`src/rtl/pbus_pkg.sv`:
```
package pbus_pkg;
    localparam int TW = 4;
    localparam int DW = 16;

    localparam logic [TW-1:0] FIX_ALE_OFF = 4'd0;
    localparam logic [TW-1:0] FIX_ALE_WID = 4'd1;
    localparam logic [TW-1:0] FIX_STB_OFF = 4'd1;
    localparam logic [TW-1:0] FIX_STB_WID = 4'd2;
    localparam logic [TW-1:0] FIX_LEN     = 4'd4;

    typedef struct packed {
        logic [TW:0] ale_on;
        logic [TW:0] ale_end;
        logic [TW:0] stb_on;
        logic [TW:0] stb_end;
        logic [TW:0] len;
    } tset_t;

    typedef enum logic [1:0] {
        ST_IDLE,
        ST_FIRST,
        ST_SECOND,
        ST_DONE
    } cyc_state_e;
endpackage

```
`src/rtl/pbus_timing_sel.sv`:
```
module pbus_timing_sel
    import pbus_pkg::*;
(
    input  logic          use_fixed_i,
    input  logic [TW-1:0] ale_off_i,
    input  logic [TW-1:0] ale_wid_i,
    input  logic [TW-1:0] stb_off_i,
    input  logic [TW-1:0] stb_wid_i,
    input  logic [TW-1:0] len_i,
    output tset_t         tset_o
);
    logic [TW-1:0] a_off, a_wid, s_off, s_wid, s_wid_min, c_len;
    logic [TW:0]   a_end, s_end, len_ext;

    always_comb begin
        if (use_fixed_i) begin
            a_off = FIX_ALE_OFF;
            a_wid = FIX_ALE_WID;
            s_off = FIX_STB_OFF;
            s_wid = FIX_STB_WID;
            c_len = FIX_LEN;
        end else begin
            a_off = ale_off_i;
            a_wid = ale_wid_i;
            s_off = stb_off_i;
            s_wid = stb_wid_i;
            c_len = len_i;
        end
        s_wid_min = (s_wid == '0) ? TW'(1) : s_wid;
        a_end     = {1'b0, a_off} + {1'b0, a_wid};
        s_end     = {1'b0, s_off} + {1'b0, s_wid_min};
        len_ext   = {1'b0, c_len};
        if (a_end > len_ext) len_ext = a_end;
        if (s_end > len_ext) len_ext = s_end;
        tset_o.ale_on  = {1'b0, a_off};
        tset_o.ale_end = a_end;
        tset_o.stb_on  = {1'b0, s_off};
        tset_o.stb_end = s_end;
        tset_o.len     = len_ext;
    end
endmodule

```
`src/rtl/pbus_region_decode.sv`:
```
module pbus_region_decode #(
    parameter int NCS = 8,
    parameter int AW  = 16
) (
    input  logic [AW-1:0]     addr_i,
    input  logic              is_io_i,
    input  logic [NCS*AW-1:0] base_i,
    input  logic [NCS*AW-1:0] size_i,
    input  logic [NCS-1:0]    io_i,
    output logic [NCS-1:0]    sel_o,
    output logic              hit_o
);
    logic [NCS-1:0] raw;

    for (genvar g = 0; g < NCS; g++) begin : g_cmp
        logic [AW-1:0] base_w, size_w, dist_w;
        assign base_w = base_i[g*AW +: AW];
        assign size_w = size_i[g*AW +: AW];
        assign dist_w = addr_i - base_w;
        assign raw[g] = (io_i[g] == is_io_i) && (addr_i >= base_w) && (dist_w < size_w);
    end

    always_comb begin
        logic found;
        found = 1'b0;
        sel_o = '0;
        for (int i = 0; i < NCS; i++) begin
            if (raw[i] && !found) begin
                sel_o[i] = 1'b1;
                found    = 1'b1;
            end
        end
        hit_o = found;
    end
endmodule

```
`src/rtl/pbus_cycle_gen.sv`:
```
module pbus_cycle_gen
    import pbus_pkg::*;
#(
    parameter int NCS = 8,
    parameter int AW  = 16
) (
    input  logic              clk_i,
    input  logic              rst_ni,
    input  logic              req_valid_i,
    input  logic              req_write_i,
    input  logic              req_io_i,
    input  logic              req_internal_i,
    input  logic              req_wide_i,
    input  logic [AW-1:0]     req_addr_i,
    input  logic [DW-1:0]     req_wdata_i,
    output logic              wait_o,
    output logic              busy_o,
    output logic              done_o,
    output logic [DW-1:0]     rdata_o,
    input  logic [TW-1:0]     cfg_ale_off_i,
    input  logic [TW-1:0]     cfg_ale_wid_i,
    input  logic [TW-1:0]     cfg_stb_off_i,
    input  logic [TW-1:0]     cfg_stb_wid_i,
    input  logic [TW-1:0]     cfg_len_i,
    input  logic [NCS*AW-1:0] rgn_base_i,
    input  logic [NCS*AW-1:0] rgn_size_i,
    input  logic [NCS-1:0]    rgn_io_i,
    output logic [NCS-1:0]    cs_o,
    output logic              ale_o,
    output logic              mem_rd_o,
    output logic              mem_wr_o,
    output logic              io_rd_o,
    output logic              io_wr_o,
    output logic [AW-1:0]     bus_addr_o,
    output logic [DW-1:0]     bus_wdata_o,
    input  logic [DW-1:0]     bus_rdata_i,
    input  logic              rdy_i,
    input  logic              mem16_i,
    input  logic              io16_i
);
    localparam int BW = DW / 2;

    cyc_state_e     state_q, state_d;
    tset_t          tset_w, tset_q;
    logic [NCS-1:0] sel_w, sel_q;
    logic           hit_w, hit_q;
    logic [TW:0]    cnt_q;
    logic           wr_q, io_q, int_q, wide_q, dev16_q;
    logic [AW-1:0]  addr_q;
    logic [DW-1:0]  wdata_q, lo_q;
    logic [BW-1:0]  hi_q;
    logic           run, ale_act, stb_act, last_stb, stall, endc;
    logic           dev16_now, dev16_eff, split_need, accept;

    pbus_timing_sel u_tsel (
        .use_fixed_i (req_internal_i),
        .ale_off_i   (cfg_ale_off_i),
        .ale_wid_i   (cfg_ale_wid_i),
        .stb_off_i   (cfg_stb_off_i),
        .stb_wid_i   (cfg_stb_wid_i),
        .len_i       (cfg_len_i),
        .tset_o      (tset_w)
    );

    pbus_region_decode #(.NCS(NCS), .AW(AW)) u_rdec (
        .addr_i  (req_addr_i),
        .is_io_i (req_io_i),
        .base_i  (rgn_base_i),
        .size_i  (rgn_size_i),
        .io_i    (rgn_io_i),
        .sel_o   (sel_w),
        .hit_o   (hit_w)
    );

    // cycle timing terms
    assign accept     = (state_q == ST_IDLE) && req_valid_i;
    assign run        = (state_q == ST_FIRST) || (state_q == ST_SECOND);
    assign ale_act    = (cnt_q >= tset_q.ale_on) && (cnt_q < tset_q.ale_end);
    assign stb_act    = (cnt_q >= tset_q.stb_on) && (cnt_q < tset_q.stb_end);
    assign last_stb   = run && (cnt_q == tset_q.stb_end - 1'b1);
    assign stall      = last_stb && !int_q && !rdy_i;
    assign endc       = run && (cnt_q == tset_q.len - 1'b1) && !stall;
    assign dev16_now  = io_q ? io16_i : mem16_i;
    assign dev16_eff  = last_stb ? dev16_now : dev16_q;
    assign split_need = wide_q && !int_q && hit_q && !dev16_eff;

    // next-state
    always_comb begin
        state_d = state_q;
        unique case (state_q)
            ST_IDLE:   if (req_valid_i) state_d = ST_FIRST;
            ST_FIRST:  if (endc) state_d = split_need ? ST_SECOND : ST_DONE;
            ST_SECOND: if (endc) state_d = ST_DONE;
            ST_DONE:   state_d = ST_IDLE;
            default:   state_d = ST_IDLE;
        endcase
    end

    // state register
    always_ff @(posedge clk_i) begin
        if (!rst_ni) state_q <= ST_IDLE;
        else         state_q <= state_d;
    end

    // datapath registers
    always_ff @(posedge clk_i) begin
        if (!rst_ni) begin
            cnt_q   <= '0;
            tset_q  <= '0;
            sel_q   <= '0;
            hit_q   <= 1'b0;
            wr_q    <= 1'b0;
            io_q    <= 1'b0;
            int_q   <= 1'b0;
            wide_q  <= 1'b0;
            dev16_q <= 1'b0;
            addr_q  <= '0;
            wdata_q <= '0;
            lo_q    <= '0;
            hi_q    <= '0;
        end else if (accept) begin
            cnt_q   <= '0;
            tset_q  <= tset_w;
            sel_q   <= sel_w;
            hit_q   <= hit_w;
            wr_q    <= req_write_i;
            io_q    <= req_io_i;
            int_q   <= req_internal_i;
            wide_q  <= req_wide_i;
            dev16_q <= 1'b0;
            addr_q  <= req_addr_i;
            wdata_q <= req_wdata_i;
        end else if (run) begin
            if (endc)        cnt_q <= '0;
            else if (!stall) cnt_q <= cnt_q + 1'b1;
            if (last_stb && !stall) begin
                if (state_q == ST_FIRST) begin
                    dev16_q <= dev16_now;
                    lo_q    <= bus_rdata_i;
                end else begin
                    hi_q    <= bus_rdata_i[BW-1:0];
                end
            end
        end
    end

    // outputs
    always_comb begin
        busy_o      = (state_q != ST_IDLE);
        done_o      = (state_q == ST_DONE);
        wait_o      = req_valid_i && busy_o;
        cs_o        = (run && hit_q && !int_q) ? sel_q : '0;
        ale_o       = run && ale_act;
        mem_rd_o    = run && stb_act && !wr_q && !io_q;
        mem_wr_o    = run && stb_act &&  wr_q && !io_q;
        io_rd_o     = run && stb_act && !wr_q &&  io_q;
        io_wr_o     = run && stb_act &&  wr_q &&  io_q;
        bus_addr_o  = addr_q + AW'(state_q == ST_SECOND);
        bus_wdata_o = (state_q == ST_SECOND) ? {wdata_q[DW-1:BW], wdata_q[DW-1:BW]} : wdata_q;
        if (!int_q && !hit_q)     rdata_o = '1;
        else if (int_q || dev16_q) rdata_o = lo_q;
        else if (wide_q)          rdata_o = {hi_q, lo_q[BW-1:0]};
        else                      rdata_o = {{BW{1'b0}}, lo_q[BW-1:0]};
    end
endmodule

```
`config.mk`:
```
export PLATFORM = sky130hd
export DESIGN_NAME = pbus_cycle_gen
export DESIGN_NICKNAME = d
export VERILOG_FILES = /design/src/rtl/pbus_pkg.sv /design/src/rtl/pbus_timing_sel.sv /design/src/rtl/pbus_region_decode.sv /design/src/rtl/pbus_cycle_gen.sv
export SDC_FILE = /design/constraint.sdc
export NUM_CORES = 1
export LEC_CHECK = 0
export ABC_AREA = 1
export BUFFER_PORTS_ARGS = -buffer_cell sky130_fd_sc_hd__buf_2
export CORE_AREA = 2 2 167 169
export CTS_BUF_LIST = sky130_fd_sc_hd__clkbuf_4 sky130_fd_sc_hd__clkbuf_8 sky130_fd_sc_hd__clkbuf_16
export DETAILED_ROUTE_END_ITERATION = 7
export DIE_AREA = 0 0 169 171
export GPL_ROUTABILITY_DRIVEN = 0
export PLACE_DENSITY = 0.82
export REMOVE_ABC_BUFFERS = 1
export SLEW_MARGIN = 20
export SYNTH_ARGS = -nofsm -noshare
export SYNTH_HDL_FRONTEND = slang
export SYNTH_SLANG_ARGS = --single-unit
```
`constraint.sdc`:
```
create_clock -name clk_i -period 9.15 [get_ports clk_i]
set_input_delay 1.83 -clock clk_i [delete_from_list [all_inputs] [get_ports clk_i]]
set_output_delay 1.83 -clock clk_i [all_outputs]
set_load 0.05 [all_outputs]
```
==> impl_metrics.env <==
export IMPL_status="finished clean"
export IMPL_drv_slew=0
export IMPL_crit_path_start_kind="input port"
export IMPL_crit_cells=22
export IMPL_netSwitchingPower_mw=1.28
export IMPL_path_buf_inv=3
export IMPL_synth_area_um2=14700
export IMPL_clock_latency_ps=360
export IMPL_dpl_instance_area_um2=17000
export IMPL_ys_seq_area_frac=0.136
export IMPL_cts_root_buffer="clkbuf_16"
export IMPL_synth_warning_count=0
export IMPL_seq_area_um2=2000
export IMPL_min_period_over_period=0.583
export IMPL_grt_util_all_layers=0.321
export IMPL_synth_top_cell_by_area="ha_1"
export IMPL_drive_gt1_frac=0.176
export IMPL_intPower_mw=1.27
export IMPL_r2r_cells=12
export IMPL_finalHoldViolations=0
export IMPL_die_area_um2=28900
export IMPL_ant_nets=0
export IMPL_seq_power_share=0.212
export IMPL_drtIter0Drc=1042
export IMPL_p_sw_frac=0.503
export IMPL_setup_viol=0
export IMPL_tightest_slew_ps=923
export IMPL_cts_tree="yes"
export IMPL_crit_chain="buf_2, inv_1, fa_1, inv_1, nand2_1, nand2_1, nand3_1, and2_4, o21ai_2, a31oi_1, o21ai_1, xor2_1, ha_1, nand4_1, a21oi_1, nor2_1, nand3_1, nand3_1, nor2_2, nand4_1, nor2_1, nor2_1"
export IMPL_cp_required_ps=9390
export IMPL_grt_pass1_wl_um=73300
export IMPL_dr_pass1_iters=7
export IMPL_grt_max_degree=46
export IMPL_p_leak_nw=9.79
export IMPL_setup_ws_ps=3810
export IMPL_fin_tns_setup_ps=0
export IMPL_yosysUniqueCellTypes=55
export IMPL_ctsResizeCount=0
export IMPL_hold_path_class="flop to flop"
export IMPL_clkTransAtPathRegs_ps=80
export IMPL_post_route_drc_count=0
export IMPL_die_w_um=169
export IMPL_slew_limit_headroom=0.384
export IMPL_fp_coreArea_um2=27300
export IMPL_syn_inst=2205
export IMPL_slowest_delay_ps=510
export IMPL_die_h_um=171
export IMPL_dp_slack_ps=3520
export IMPL_numClockSinks=100
export IMPL_crit_family="simple AND/OR/NAND/NOR gates"
export IMPL_synth_seq_cells=100
export IMPL_critPathKind="input port to flop"
export IMPL_rsz0062_at_grt="false"
export IMPL_cts_buffers_inserted=9
export IMPL_port_buffers=405
export IMPL_grt_overflow=0
export IMPL_synthToLayoutAreaGrowth_pct=17.8
export IMPL_fp_row_count=61
export IMPL_post_route_cell_area_um2=17300
export IMPL_clock_power_share=0.162
export IMPL_max_cap_violations=0
export IMPL_vias_per_cell=5.46
export IMPL_start_util=0.537
export IMPL_synth_avg_cell_area_um2=6.66
export IMPL_grt_pass1_vias=15352
export IMPL_grt_antenna_before_repair=12
export IMPL_nNetsFinal=3233
export IMPL_pin_count=406
export IMPL_synth_enable_flop_cells=0
export IMPL_p_comb_frac=0.626
export IMPL_cp_arrival_ps=5580
export IMPL_htree_levels=3
export IMPL_wl_um=47800
export IMPL_post_cts_repair_setup_buffers=0
export IMPL_fin_skew_ps=14.0
export IMPL_fillCellCount=2482
export IMPL_end_kind="flop"
export IMPL_cts_hold_buffers=0
export IMPL_crit_fanout=14
export IMPL_wl_per_cell_um=16.2
export IMPL_slowest_stage="fa_1"
export IMPL_multi_input_area_um2=10700
export IMPL_cts_buffer_depth=2
export IMPL_synth_top_area_share=0.248
export IMPL_synth_area_top_cells="ha_1, dfxtp_1, inv_1"
export IMPL_hpwl_um=39500
export IMPL_whs_path_depth=2
export IMPL_ir_drop_mv=0.0844
export IMPL_powerDensity_nw_per_um2=147
export IMPL_dr_total_vias=16104
export IMPL_async_flop_share=0
export IMPL_ys_flop_type="dfxtp_1"
export IMPL_min_period_ps=5340
export IMPL_max_freq_mhz=187
-- power groups by stage --
stage / Sequential [mW] / Clock, mW / Combinational, mW
floorplan: 0.560 / 0 / 1.13
global placement: 0.546 / 0 / 1.52
detailed placement: 0.549 / 0 / 1.57
CTS: 0.539 / 0.417 / 1.58
global route: 0.547 / 0.434 / 1.77
finish: 0.541 / 0.413 / 1.60
-- final timing paths --
kind | from | end | slack (ps)
min | lo_q[4] | lo_q[4] | 450
max | req_addr_i[1] | hit_q | 3810
min reg2reg | lo_q[4] | lo_q[4] | 450
max reg2reg | state_q[0] | lo_q[1] | 6740
-- per-layer routing --
layer  vias up  global-route usage  part of all wire
li1       7985                   -                 -
met1      7171               0.366              0.40
met2       753               0.557              0.45
met3       183              0.0576             0.081
met4        12               0.202             0.065
met5         -                   0            0.0026
-- state kept, by name (all words and copies together) (netlist names) --
signal,cells
hit_q,1
cnt_q,5
addr_q,16
wr_q,1
wdata_q,16
int_q,1
lo_q,16
wide_q,1
io_q,1
hi_q,8
sel_q,8
tset_q,23
state_q,2
dev16_q,1
-- cell usage after synthesis (10+ instances only) --
| library cell | instances |
|---|---|
| inv_1 | 470 |
| nand4_1 | 16 |
| o22ai_1 | 17 |
| o21a_1 | 10 |
| a22o_1 | 14 |
| a21o_1 | 12 |
| o21ai_1 | 30 |
| nor3_1 | 21 |
| ha_1 | 291 |
| o21ai_0 | 111 |
| o21bai_1 | 15 |
| a21oi_1 | 212 |
| xor2_1 | 86 |
| nand2_1 | 403 |
| a31oi_1 | 19 |
| xnor2_1 | 57 |
| fa_1 | 10 |
| nor2_1 | 120 |
| nand3_1 | 70 |
| clkbuf_1 | 18 |
| dfxtp_1 | 100 |
-- cells in the final DEF (no fill, tap or decap), types with 6 or more instances in the layout --
cell type,Yosys,final
o211ai_1,7,7
a22o_1,14,14
xor2_1,86,86
nor4_1,8,8
inv_1,470,470
a31oi_1,19,19
buf_2,2,405
o21ai_0,111,111
diode_2,0,6
xnor2_1,57,57
nor2_1,120,119
o22ai_1,17,17
fa_1,10,10
a21o_1,12,12
a21oi_1,212,212
nor3_1,21,21
nand3_1,70,70
dfxtp_1,100,100
nand2_1,403,403
nand4_1,16,16
o21ai_2,6,6
clkbuf_16,0,9
o21a_1,10,10
o221ai_1,8,8
o21ai_1,30,30
ha_1,291,291
o21bai_1,15,15
-- kinds of logic after synthesis --
| group | after synthesis | synth area share |
|---|---|---|
| buffers and inverters | 507 | 0.135 |
| DFF | 100 | 0.136 |
| AOI/OAI and AO/OA | 484 | 0.188 |
| xor gates and xnor gates | 145 | 0.0876 |
| and+or+nand+nor | 668 | 0.191 |
| adders and majority gates | 301 | 0.262 |
-- stage by stage --
| stage | instances | utilization | power (mW) | hold slack (ps) |
|---|---|---|---|---|
| 2_1_floorplan | 2171 | - | 1.69 | 427 |
| 4_1_cts | 2941 | 0.632 | 2.54 | 454 |
| 6_report | 2947 | 0.633 | 2.55 | 453 |
| 3_3_place_gp | 2925 | 0.621 | 2.06 | 440 |
| 5_1_grt | 2944 | 0.633 | 2.75 | 465 |
| 3_5_place_dp | 2925 | 0.621 | 2.12 | 442 |
-- final cells by class --
type                    instances  share of cell area
well taps                     346              0.0250
diodes                          6            0.000868
clock inverters                 7             0.00528
inverters                     473               0.103
multi-input cells            1598               0.619
clock buffers                   9              0.0130
repair buffers                408               0.119
flip-flops and latches        100               0.116
-- worst reg2reg max path: stages, from the launching register on --
cell and delay, ps:
dfxtp_1 420, inv_1 90, ha_1 360, inv_2 110, nor2_1 100, nand3_1 90, nor2_1 100, nand2_1 70
nor2_2 160, o21a_4 190, nand3_4 270, o21ai_0 290, a21oi_1 60
(Power assumes the default switching activity.)
